## config.mk

```make
export PLATFORM = sky130hd
export DESIGN_NAME = spad_qh_seq
export DESIGN_NICKNAME = d
export VERILOG_FILES = /design/src/rtl/spad_qh_pkg.sv /design/src/rtl/spad_qh_rst_sync.sv /design/src/rtl/spad_qh_edge.sv /design/src/rtl/spad_qh_timer.sv /design/src/rtl/spad_qh_seq.sv
export SDC_FILE = /design/constraint.sdc
export NUM_CORES = 1
export LEC_CHECK = 0
export BUFFER_PORTS_ARGS = -buffer_cell sky130_fd_sc_hd__buf_2
export CAP_MARGIN = 20
export CORE_UTILIZATION = 29
export CTS_CLUSTER_SIZE = 30
export DETAILED_ROUTE_END_ITERATION = 12
export GPL_ROUTABILITY_DRIVEN = 0
export PLACE_DENSITY_LB_ADDON = 0.12
export RECOVER_POWER = 25
export SLEW_MARGIN = 20
export SYNTH_ARGS = -nofsm -noshare
export SYNTH_HDL_FRONTEND = slang
export SYNTH_SLANG_ARGS = --single-unit
```

## constraint.sdc

```tcl
create_clock -name clk -period 1 [get_ports clk]
set_clock_uncertainty 0.1 [all_clocks]
set_input_delay 0.05 -clock clk [delete_from_list [all_inputs] [get_ports clk]]
set_output_delay 0.05 -clock clk [all_outputs]
set_load 0.03 [all_outputs]
```

## src/rtl/spad_qh_pkg.sv

```systemverilog
package spad_qh_pkg;

  typedef enum logic [1:0] {
    SEQ_IDLE   = 2'd0,
    SEQ_QUENCH = 2'd1,
    SEQ_DEAD   = 2'd2,
    SEQ_RECH   = 2'd3
  } seq_state_t;

endpackage

```

## src/rtl/spad_qh_rst_sync.sv

```systemverilog
module spad_qh_rst_sync #(
  parameter int STAGES = 2
) (
  input  logic clk,
  input  logic arst_n,
  output logic srst_n
);

  logic [STAGES-1:0] shift_q;

  always_ff @(posedge clk or negedge arst_n) begin
    if (!arst_n) begin
      shift_q <= '0;
    end else begin
      shift_q <= {shift_q[STAGES-2:0], 1'b1};
    end
  end

  assign srst_n = shift_q[STAGES-1];

endmodule

```

## src/rtl/spad_qh_edge.sv

```systemverilog
module spad_qh_edge (
  input  logic clk,
  input  logic rst_n,
  input  logic level_i,
  output logic rise_o
);

  logic level_q;

  // Held at 1 in reset so a level already high at release does not count.
  always_ff @(posedge clk or negedge rst_n) begin
    if (!rst_n) begin
      level_q <= 1'b1;
    end else begin
      level_q <= level_i;
    end
  end

  assign rise_o = level_i & ~level_q;

endmodule

```

## src/rtl/spad_qh_timer.sv

```systemverilog
module spad_qh_timer #(
  parameter int W = 8
) (
  input  logic         clk,
  input  logic         rst_n,
  input  logic         load_i,
  input  logic [W-1:0] load_val_i,
  output logic         zero_o
);

  logic [W-1:0] cnt_q;
  logic [W-1:0] cnt_d;
  logic         cnt_en;

  always_comb begin
    cnt_en = load_i | (cnt_q != '0);
    if (load_i) begin
      cnt_d = load_val_i;
    end else begin
      cnt_d = cnt_q - W'(1);
    end
  end

  always_ff @(posedge clk or negedge rst_n) begin
    if (!rst_n) begin
      cnt_q <= '0;
    end else if (cnt_en) begin
      cnt_q <= cnt_d;
    end
  end

  assign zero_o = (cnt_q == '0);

endmodule

```

## src/rtl/spad_qh_seq.sv

```systemverilog
module spad_qh_seq #(
  parameter int HOLD_W   = 8,
  parameter int MIN_HOLD = 2,
  parameter int GAP_CYC  = 1,
  parameter int RECH_CYC = 2
) (
  input  logic              clk,
  input  logic              rst_n,
  input  logic              det_i,
  input  logic              arm_i,
  input  logic              pix_off_i,
  input  logic [HOLD_W-1:0] holdoff_i,
  output logic              quench_o,
  output logic              recharge_o,
  output logic              event_o
);

  import spad_qh_pkg::*;

  localparam logic [HOLD_W-1:0] MIN_HOLD_V = HOLD_W'(MIN_HOLD);
  localparam logic [HOLD_W-1:0] GAP_LOAD   = HOLD_W'(GAP_CYC - 1);
  localparam logic [HOLD_W-1:0] RECH_LOAD  = HOLD_W'(RECH_CYC - 1);

  logic              rst_sync_n;
  logic              det_rise;
  logic              accept;
  logic              tmr_zero;
  logic              tmr_load;
  logic [HOLD_W-1:0] tmr_val;
  logic [HOLD_W-1:0] hold_eff;
  seq_state_t        state_q;
  seq_state_t        state_d;
  logic              event_d;

  spad_qh_rst_sync #(.STAGES(2)) u_rst (
    .clk    (clk),
    .arst_n (rst_n),
    .srst_n (rst_sync_n)
  );

  spad_qh_edge u_edge (
    .clk     (clk),
    .rst_n   (rst_sync_n),
    .level_i (det_i),
    .rise_o  (det_rise)
  );

  spad_qh_timer #(.W(HOLD_W)) u_tmr (
    .clk        (clk),
    .rst_n      (rst_sync_n),
    .load_i     (tmr_load),
    .load_val_i (tmr_val),
    .zero_o     (tmr_zero)
  );

  assign hold_eff = (holdoff_i < MIN_HOLD_V) ? MIN_HOLD_V : holdoff_i;
  assign accept   = det_rise & arm_i & ~pix_off_i;

  // Next-state logic: one shared down-counter times every phase.
  always_comb begin
    state_d  = state_q;
    tmr_load = 1'b0;
    tmr_val  = '0;
    event_d  = 1'b0;
    unique case (state_q)
      SEQ_IDLE: begin
        if (accept) begin
          state_d  = SEQ_QUENCH;
          tmr_load = 1'b1;
          tmr_val  = hold_eff - HOLD_W'(1);
          event_d  = 1'b1;
        end
      end
      SEQ_QUENCH: begin
        if (tmr_zero) begin
          state_d  = SEQ_DEAD;
          tmr_load = 1'b1;
          tmr_val  = GAP_LOAD;
        end
      end
      SEQ_DEAD: begin
        if (tmr_zero) begin
          state_d  = SEQ_RECH;
          tmr_load = 1'b1;
          tmr_val  = RECH_LOAD;
        end
      end
      SEQ_RECH: begin
        if (tmr_zero) begin
          state_d = SEQ_IDLE;
        end
      end
      default: state_d = SEQ_IDLE;
    endcase
  end

  // State and drive registers; drives come straight from flops.
  always_ff @(posedge clk or negedge rst_sync_n) begin
    if (!rst_sync_n) begin
      state_q    <= SEQ_IDLE;
      quench_o   <= 1'b0;
      recharge_o <= 1'b0;
      event_o    <= 1'b0;
    end else begin
      state_q    <= state_d;
      quench_o   <= (state_d == SEQ_QUENCH);
      recharge_o <= (state_d == SEQ_RECH);
      event_o    <= event_d;
    end
  end

endmodule

```

==> results of run 1 <==
## kinds of logic after synthesis
kind of cell | Yosys count | share of synthesized area, %
simple gates | 46 | 27.5
compound gates | 24 | 14.7
flops | 16 | 39.1
fa+ha+maj | 7 | 8.52
buf+inv | 7 | 2.68
xor+xnor | 5 | 4.26
mux | 3 | 2.92
other cells | 1 | 0.365
## metrics by stage
step	setup TNS, ns	total power [mW]	std cells	hold WS, ns	utilization [%]
finish	-8.58	1.23	226	0.0661	56.0
global route	-9.62	1.28	226	0.0747	56.0
CTS	-8.50	1.24	223	0.0624	51.0
detailed placement	-9.56	0.798	213	-0.262	45.9
global placement	-9.12	0.796	213	-0.264	45.9
floorplan	-7.40	0.706	109	-0.346	-
## registers in the layout, summed over array words and instances, names as in the netlist
| signal | flops |
|---|---|
| event_o | 1 |
| quench_o | 1 |
| recharge_o | 1 |
| state_q | 2 |
| u_edge.level_q | 1 |
| u_rst.shift_q | 2 |
| u_tmr.cnt_q | 8 |
## worst reg2reg max path: cells and delay by family (launching register included)
family	cells	cell delay, ns
and+or+nand+nor	3	0.59
DFF	1	0.44
adders and majority gates	1	0.17
AOI/OAI and AO/OA	1	0.05
buffers and inverters	2	0.28
## power by group through the flow
stage | sequential, mW | combinational, mW | clock (mW)
6_report | 0.657 | 0.144 | 0.429
5_1_grt | 0.658 | 0.159 | 0.465
4_1_cts | 0.657 | 0.142 | 0.440
3_5_place_dp | 0.670 | 0.128 | 0
3_3_place_gp | 0.671 | 0.125 | 0
2_1_floorplan | 0.676 | 0.0307 | 0
## Yosys cell counts, types with 3 or more instances
cell	instances
sky130_fd_sc_hd__nor4_1	3
sky130_fd_sc_hd__nor3_1	7
sky130_fd_sc_hd__ha_1	7
sky130_fd_sc_hd__nor2_1	10
sky130_fd_sc_hd__nand2_1	4
sky130_fd_sc_hd__inv_1	6
sky130_fd_sc_hd__nand2b_1	3
sky130_fd_sc_hd__a21oi_1	9
sky130_fd_sc_hd__or3_1	4
sky130_fd_sc_hd__dfrtp_1	15
sky130_fd_sc_hd__o21ai_0	4
sky130_fd_sc_hd__mux2i_1	3
sky130_fd_sc_hd__xor2_1	4
## how the worst max path moves through the flow
stage                endpoint  slack (ns)  depth (start not counted)
2_1_floorplan      recharge_o       -0.67                          4
3_3_place_gp   u_tmr.cnt_q[3]       -0.86                          6
3_5_place_dp   u_tmr.cnt_q[3]       -0.89                          6
4_1_cts            recharge_o       -0.73                          6
5_1_grt            recharge_o       -0.81                          6
6_report       u_tmr.cnt_q[2]       -0.74                          7
## layout make-up
class	count	area (µm²)
clock buffers	4	36.3
multi-input cells	86	832
fillers	339	1480
repair buffers	68	534
well taps	46	57.6
inverters	6	22.5
flip-flops and latches	16	402
## what timing repair did
| item | CTS | global route |
|---|---|---|
| buffers inserted | 2 | 5 |
| pin swaps | 3 | 14 |
| hold buffers | 4 | 0 |
| endpoints found under the setup margin | 13 | 16 |
| gates resized for setup | 13 | 36 |
| hold endpoints to repair | 5 | 0 |
## per-layer routing
layer	global-route usage, %	wire, µm	share of wire [%]
met5	0	0	0
met1	23.0	1320	46
met3	1.89	52	1.8
met4	5.71	34	1.2
met2	27.6	1440	51
==> impl_metrics.xml, run 1 <==
<?xml version="1.0" encoding="UTF-8"?>
<metrics>
  <group name="worst_setup_path">
    <metric name="worstPathArrival" unit="ns">1.81</metric>
    <metric name="timing.setup.critical_path_class" unit="">reg2reg</metric>
    <metric name="setup.worst_path.start" unit="">state_q[0]</metric>
    <metric name="critical_path_buffer_and_inverter_count" unit="">2</metric>
    <metric name="critical_path.top_delay_family" unit="">simple AND/OR/NAND/NOR gates</metric>
    <metric name="rr_endpoint" unit="">u_tmr.cnt_q[2]</metric>
    <metric name="rrSetupSlack" unit="ns">-0.74</metric>
    <metric name="slowest_stage" unit="">sky130_fd_sc_hd__dfrtp_1</metric>
    <metric name="cpPeakStageDelay" unit="ns">0.44</metric>
    <metric name="crit_fanout" unit="">6</metric>
    <metric name="worst_r2r_path_depth" unit="">7</metric>
    <metric name="required_arrival_time_at_the_worst_endpoint" unit="ns">1.08</metric>
    <metric name="timing.critical_path.to_type" unit="">flop</metric>
    <metric name="cell_chain_of_the_critical_path" unit="">inv_2, ha_4, nand3b_1, or3_4, buf_12, nand3_2, o21ai_2</metric>
    <metric name="critical_path.reg2reg.startpoint" unit="">state_q[0]</metric>
    <metric name="worstSetupStartpointType" unit="">flop</metric>
  </group>
  <group name="power_and_ir_drop">
    <metric name="max-vdd-ir-drop" unit="µV">499</metric>
    <metric name="switchingPower" unit="mW">0.277</metric>
    <metric name="power_density" unit="nW/µm²">652</metric>
    <metric name="p_int" unit="mW">0.953</metric>
    <metric name="switching_share" unit="%">22.5</metric>
    <metric name="pwr-share-comb" unit="%">11.7</metric>
    <metric name="p_leak" unit="nW">0.801</metric>
    <metric name="share_seq_of_total_power" unit="%">53.5</metric>
    <metric name="clkPwrFrac" unit="%">34.9</metric>
  </group>
  <group name="floorplan">
    <metric name="die_area" unit="µm²">3790</metric>
    <metric name="ports_placed_on_the_boundary" unit="">16</metric>
    <metric name="die_height" unit="µm">61.6</metric>
    <metric name="floorplan.initialDensity" unit="%">30.6</metric>
    <metric name="placeable_core_area" unit="µm²">3360</metric>
    <metric name="rows" unit="">21</metric>
    <metric name="die_w" unit="µm">61.6</metric>
  </group>
  <group name="clocking">
    <metric name="worst_setup_hold_path_clk_slew" unit="ns">0.10</metric>
    <metric name="cts-htree-levels" unit="">1</metric>
    <metric name="tritoncts" unit="">done</metric>
    <metric name="worstSkewPairLatency" unit="ns">0.28</metric>
    <metric name="cts_root_buffer_type" unit="">sky130_fd_sc_hd__clkbuf_4</metric>
    <metric name="cts.sinks" unit="">16</metric>
    <metric name="clockBufferDepth" unit="">2</metric>
    <metric name="cts_made_buffers" unit="">3</metric>
  </group>
  <group name="global_routing">
    <metric name="grt_use_total" unit="%">16.8</metric>
    <metric name="globalRouteOverflowTotal" unit="">0</metric>
    <metric name="grt_start_max_net_pins" unit="">12</metric>
    <metric name="via_count_of_the_first_global_routing_pass" unit="">1003</metric>
    <metric name="antenna_found_initial" unit="">0</metric>
    <metric name="grt_first_pass_wirelength" unit="µm">4620</metric>
  </group>
  <group name="place">
    <metric name="dpl.hpwl" unit="µm">2150</metric>
    <metric name="placement.setup.worst_slack" unit="ns">-0.890</metric>
    <metric name="port_buffer_count" unit="">15</metric>
    <metric name="placed_cell_area" unit="µm²">1540</metric>
  </group>
  <group name="sta">
    <metric name="final_number_of_hold_violating_endpoints" unit="">0</metric>
    <metric name="fin_crit_sh" unit="%">174</metric>
    <metric name="setup_ws" unit="ns">-0.735</metric>
    <metric name="fin_crit" unit="ns">1.74</metric>
    <metric name="max_freq" unit="MHz">576</metric>
    <metric name="setup_viol_count_final" unit="">13</metric>
    <metric name="grt_setup_unrepaired" unit="">yes</metric>
    <metric name="final-max-slew-violation-count" unit="">0</metric>
  </group>
  <group name="outcome">
    <metric name="status" unit="">finished, violations left</metric>
    <metric name="violations_in_the_final_reports" unit="">negative setup slack</metric>
  </group>
  <group name="flow_run">
    <metric name="max-cap-violations" unit="">0</metric>
  </group>
  <group name="finish">
    <metric name="final_layout_size_suffix_gt1_share" unit="%">58.9</metric>
    <metric name="layout.nets" unit="">201</metric>
    <metric name="final_design_instance_area_without_fill" unit="µm²">1880</metric>
    <metric name="final_cell_mix" unit="">sky130_fd_sc_hd__buf_4 (41), sky130_fd_sc_hd__dfrtp_1 (15), sky130_fd_sc_hd__buf_2 (12), sky130_fd_sc_hd__buf_6 (9), sky130_fd_sc_hd__nor2_1 (8)</metric>
    <metric name="antennaDiodeCount" unit="">0</metric>
    <metric name="layout_commonest_cell" unit="">sky130_fd_sc_hd__buf_4</metric>
    <metric name="synthToLayoutAreaGrowth" unit="%">83.2</metric>
  </group>
  <group name="synthesis">
    <metric name="postSynthRegisterBits" unit="">16</metric>
    <metric name="async_reset_ff_share" unit="%">100</metric>
    <metric name="synth_top_cells_by_area" unit="">sky130_fd_sc_hd__dfrtp_1 (36%), sky130_fd_sc_hd__ha_1 (8.5%), sky130_fd_sc_hd__a21oi_1 (4.4%), sky130_fd_sc_hd__nor2_1 (3.6%), sky130_fd_sc_hd__nor3_1 (3.4%)</metric>
    <metric name="synth-edff-count" unit="">0</metric>
    <metric name="post_synth_inst_count" unit="">109</metric>
    <metric name="yosysWarnings" unit="">0</metric>
    <metric name="post_synth_instance_area" unit="µm²">1030</metric>
    <metric name="netlist.area_leader.share" unit="%">36.5</metric>
    <metric name="synth_cell_type_count" unit="">36</metric>
    <metric name="synthesis.nets" unit="">129</metric>
    <metric name="synth_sequential_area_ratio" unit="%">39.1</metric>
    <metric name="synth_ff_type" unit="">sky130_fd_sc_hd__dfrtp_1</metric>
    <metric name="synth.avg_cell_area" unit="µm²">9.44</metric>
    <metric name="cell_type_with_the_largest_total_area_after_synthesis" unit="">sky130_fd_sc_hd__dfrtp_1</metric>
  </group>
  <group name="drt">
    <metric name="drt_drc_violations_left" unit="">0</metric>
    <metric name="viasPerCell" unit="">4.71</metric>
    <metric name="detailedRoute.firstPassIterationCount" unit="">4</metric>
    <metric name="wl" unit="µm">2840</metric>
    <metric name="drt-initial-drc-count" unit="">24</metric>
    <metric name="via_count" unit="">1064</metric>
    <metric name="post_drt_wl_per_cell" unit="µm">12.6</metric>
    <metric name="detail_route_antenna_nets" unit="">0</metric>
  </group>
  <group name="min_path">
    <metric name="hold-path-endpoint" unit="">u_tmr.cnt_q[4]</metric>
    <metric name="startpoint_of_the_worst_hold_path" unit="">holdoff_i[4]</metric>
    <metric name="worstHoldPathCells" unit="">4</metric>
    <metric name="timing.hold.worst.class" unit="">in2reg</metric>
  </group>
</metrics>
Note: power is estimated with default switching activity, not from simulation.
==> inputs of run 2 (changes only) <==
- CELL_PAD_IN_SITES_DETAIL_PLACEMENT: default -> 0
- CELL_PAD_IN_SITES_GLOBAL_PLACEMENT: default -> 1
==> impl_metrics.xml, run 2 (synthesized netlist as in run 1, its figures left out) <==
<?xml version="1.0" encoding="UTF-8"?>
<metrics>
  <group name="outcome">
    <metric name="status" unit="">finished, violations left</metric>
    <metric name="violations_in_the_final_reports" unit="">negative setup slack</metric>
  </group>
  <group name="global_routing">
    <metric name="grt_start_max_net_pins" unit="">11</metric>
    <metric name="globalRouteOverflowTotal" unit="">0</metric>
    <metric name="grt_first_pass_wirelength" unit="µm">4600</metric>
    <metric name="via_count_of_the_first_global_routing_pass" unit="">1016</metric>
    <metric name="grt_use_total" unit="%">17.0</metric>
    <metric name="antenna_found_initial" unit="">0</metric>
  </group>
  <group name="place">
    <metric name="placement.setup.worst_slack" unit="ns">-0.894</metric>
    <metric name="dpl.hpwl" unit="µm">2210</metric>
    <metric name="placed_cell_area" unit="µm²">1530</metric>
    <metric name="place_inst" unit="">211</metric>
    <metric name="port_buffer_count" unit="">15</metric>
  </group>
  <group name="finish">
    <metric name="final_design_instance_area_without_fill" unit="µm²">1850</metric>
    <metric name="final_layout_size_suffix_gt1_share" unit="%">58.6</metric>
    <metric name="final_cell_mix" unit="">sky130_fd_sc_hd__buf_4 (44), sky130_fd_sc_hd__dfrtp_1 (15), sky130_fd_sc_hd__buf_2 (12), sky130_fd_sc_hd__buf_6 (10), sky130_fd_sc_hd__a21oi_1 (8)</metric>
    <metric name="utilization" unit="%">54.9</metric>
    <metric name="largest_reg_flops" unit="">8</metric>
    <metric name="antennaDiodeCount" unit="">0</metric>
    <metric name="largest_registers" unit="">u_tmr.cnt_q: 8 flops, state_q: 2 flops, u_rst.shift_q: 2 flops</metric>
    <metric name="synthToLayoutAreaGrowth" unit="%">79.4</metric>
    <metric name="layout_commonest_cell" unit="">sky130_fd_sc_hd__buf_4</metric>
    <metric name="layout.nets" unit="">202</metric>
    <metric name="instances_no_fill" unit="">227</metric>
    <metric name="top_register" unit="">u_tmr.cnt_q</metric>
  </group>
  <group name="clocking">
    <metric name="clockBufferDepth" unit="">2</metric>
    <metric name="worst_setup_hold_path_clk_slew" unit="ns">0.10</metric>
    <metric name="cts_root_buffer_type" unit="">sky130_fd_sc_hd__clkbuf_4</metric>
    <metric name="worstSkewPairLatency" unit="ns">0.28</metric>
    <metric name="tritoncts" unit="">done</metric>
    <metric name="cts-htree-levels" unit="">1</metric>
    <metric name="cts.sinks" unit="">16</metric>
    <metric name="cts_made_buffers" unit="">3</metric>
  </group>
  <group name="worst_setup_path">
    <metric name="worstSetupStartpointType" unit="">flop</metric>
    <metric name="worst_r2r_path_depth" unit="">4</metric>
    <metric name="critical_path.reg2reg.startpoint" unit="">u_tmr.cnt_q[5]</metric>
    <metric name="required_arrival_time_at_the_worst_endpoint" unit="ns">1.07</metric>
    <metric name="timing.setup.critical_path_class" unit="">reg2reg</metric>
    <metric name="rr_endpoint" unit="">recharge_o</metric>
    <metric name="timing.critical_path.to_type" unit="">flop</metric>
    <metric name="crit_fanout" unit="">3</metric>
    <metric name="rrSetupSlack" unit="ns">-0.77</metric>
    <metric name="worstPathArrival" unit="ns">1.85</metric>
  </group>
  <group name="sta">
    <metric name="grt_setup_unrepaired" unit="">yes</metric>
    <metric name="setup_viol_count_final" unit="">13</metric>
    <metric name="max_freq" unit="MHz">564</metric>
    <metric name="setup_ws" unit="ns">-0.773</metric>
    <metric name="fin_crit_sh" unit="%">177</metric>
    <metric name="final_number_of_hold_violating_endpoints" unit="">0</metric>
    <metric name="fin_crit" unit="ns">1.77</metric>
    <metric name="final-max-slew-violation-count" unit="">0</metric>
  </group>
  <group name="drt">
    <metric name="detailedRoute.firstPassIterationCount" unit="">4</metric>
    <metric name="detail_route_antenna_nets" unit="">0</metric>
    <metric name="wl" unit="µm">2820</metric>
    <metric name="post_drt_wl_per_cell" unit="µm">12.4</metric>
    <metric name="via_count" unit="">1079</metric>
    <metric name="drt-initial-drc-count" unit="">8</metric>
    <metric name="drt_drc_violations_left" unit="">0</metric>
    <metric name="viasPerCell" unit="">4.75</metric>
  </group>
  <group name="floorplan">
    <metric name="ports_placed_on_the_boundary" unit="">16</metric>
    <metric name="placeable_core_area" unit="µm²">3360</metric>
    <metric name="die_height" unit="µm">61.6</metric>
    <metric name="die_area" unit="µm²">3790</metric>
    <metric name="die_w" unit="µm">61.6</metric>
    <metric name="rows" unit="">21</metric>
    <metric name="floorplan.initialDensity" unit="%">30.6</metric>
  </group>
  <group name="flow_run">
    <metric name="max-cap-violations" unit="">0</metric>
  </group>
  <group name="power_and_ir_drop">
    <metric name="power_density" unit="nW/µm²">658</metric>
    <metric name="max-vdd-ir-drop" unit="µV">707</metric>
    <metric name="p_leak" unit="nW">0.794</metric>
  </group>
  <group name="min_path">
    <metric name="timing.hold.worst.class" unit="">reg2async</metric>
  </group>
</metrics>
## run 2: through the flow
| stage | setup TNS [ns] | power [mW] | hold slack [ns] |
|---|---|---|---|
| after floorplan | -7.40 | 0.706 | -0.346 |
| after global placement | -9.21 | 0.798 | -0.265 |
| after detailed placement | -9.39 | 0.802 | -0.263 |
| after CTS | -8.20 | 1.24 | 0.0211 |
| after global routing | -9.44 | 1.27 | 0.0422 |
| final | -8.30 | 1.21 | 0.0113 |
## run 2: per-layer routing
layer | part of all wire [%] | track usage [%]
met1 | 49 | 23.0
met2 | 48 | 28.6
met3 | 2.0 | 1.89
met4 | 0.78 | 4.76
met5 | 0 | 0
## run 2: power by group
part / total [mW] / internal (mW) / switching [mW]
sequential: 0.660 / 0.654 / 0.00609
clock: 0.417 / 0.221 / 0.196
combinational: 0.137 / 0.0775 / 0.0596
## run 2: how the worst max path moves through the flow
stage / startpoint / end / slack [ns] / cells past startpoint
2_1_floorplan: u_tmr.cnt_q[3] / recharge_o / -0.67 / 4
3_3_place_gp: state_q[1] / u_tmr.cnt_q[3] / -0.90 / 6
3_5_place_dp: state_q[0] / u_tmr.cnt_q[3] / -0.89 / 6
4_1_cts: u_tmr.cnt_q[5] / recharge_o / -0.76 / 4
5_1_grt: state_q[1] / u_tmr.cnt_q[3] / -0.84 / 6
6_report: u_tmr.cnt_q[5] / recharge_o / -0.77 / 4
## run 2: worst max-delay path, cell delays in order, from the launching register on
cell and delay, ns:
sky130_fd_sc_hd__dfrtp_1 0.39, sky130_fd_sc_hd__or4_4 0.60, sky130_fd_sc_hd__nor4_4 0.34, sky130_fd_sc_hd__nor4_4 0.09, sky130_fd_sc_hd__nor2b_2 0.16
## run 2: cell type report
type / count / area [µm²]
fillers: 334 / 1520
multi-input cells: 86 / 795
repair buffers: 69 / 533
flip-flops and latches: 16 / 402
well taps: 46 / 57.6
clock buffers: 4 / 36.3
inverters: 6 / 22.5
## run 2: repair_timing
item	CTS	global route
hold buffers	3	0
setup endpoints to repair	14	16
gates cloned	0	0
pin swaps	6	4
hold endpoints to repair	3	0
resized for setup	25	17
setup buffers	5	4
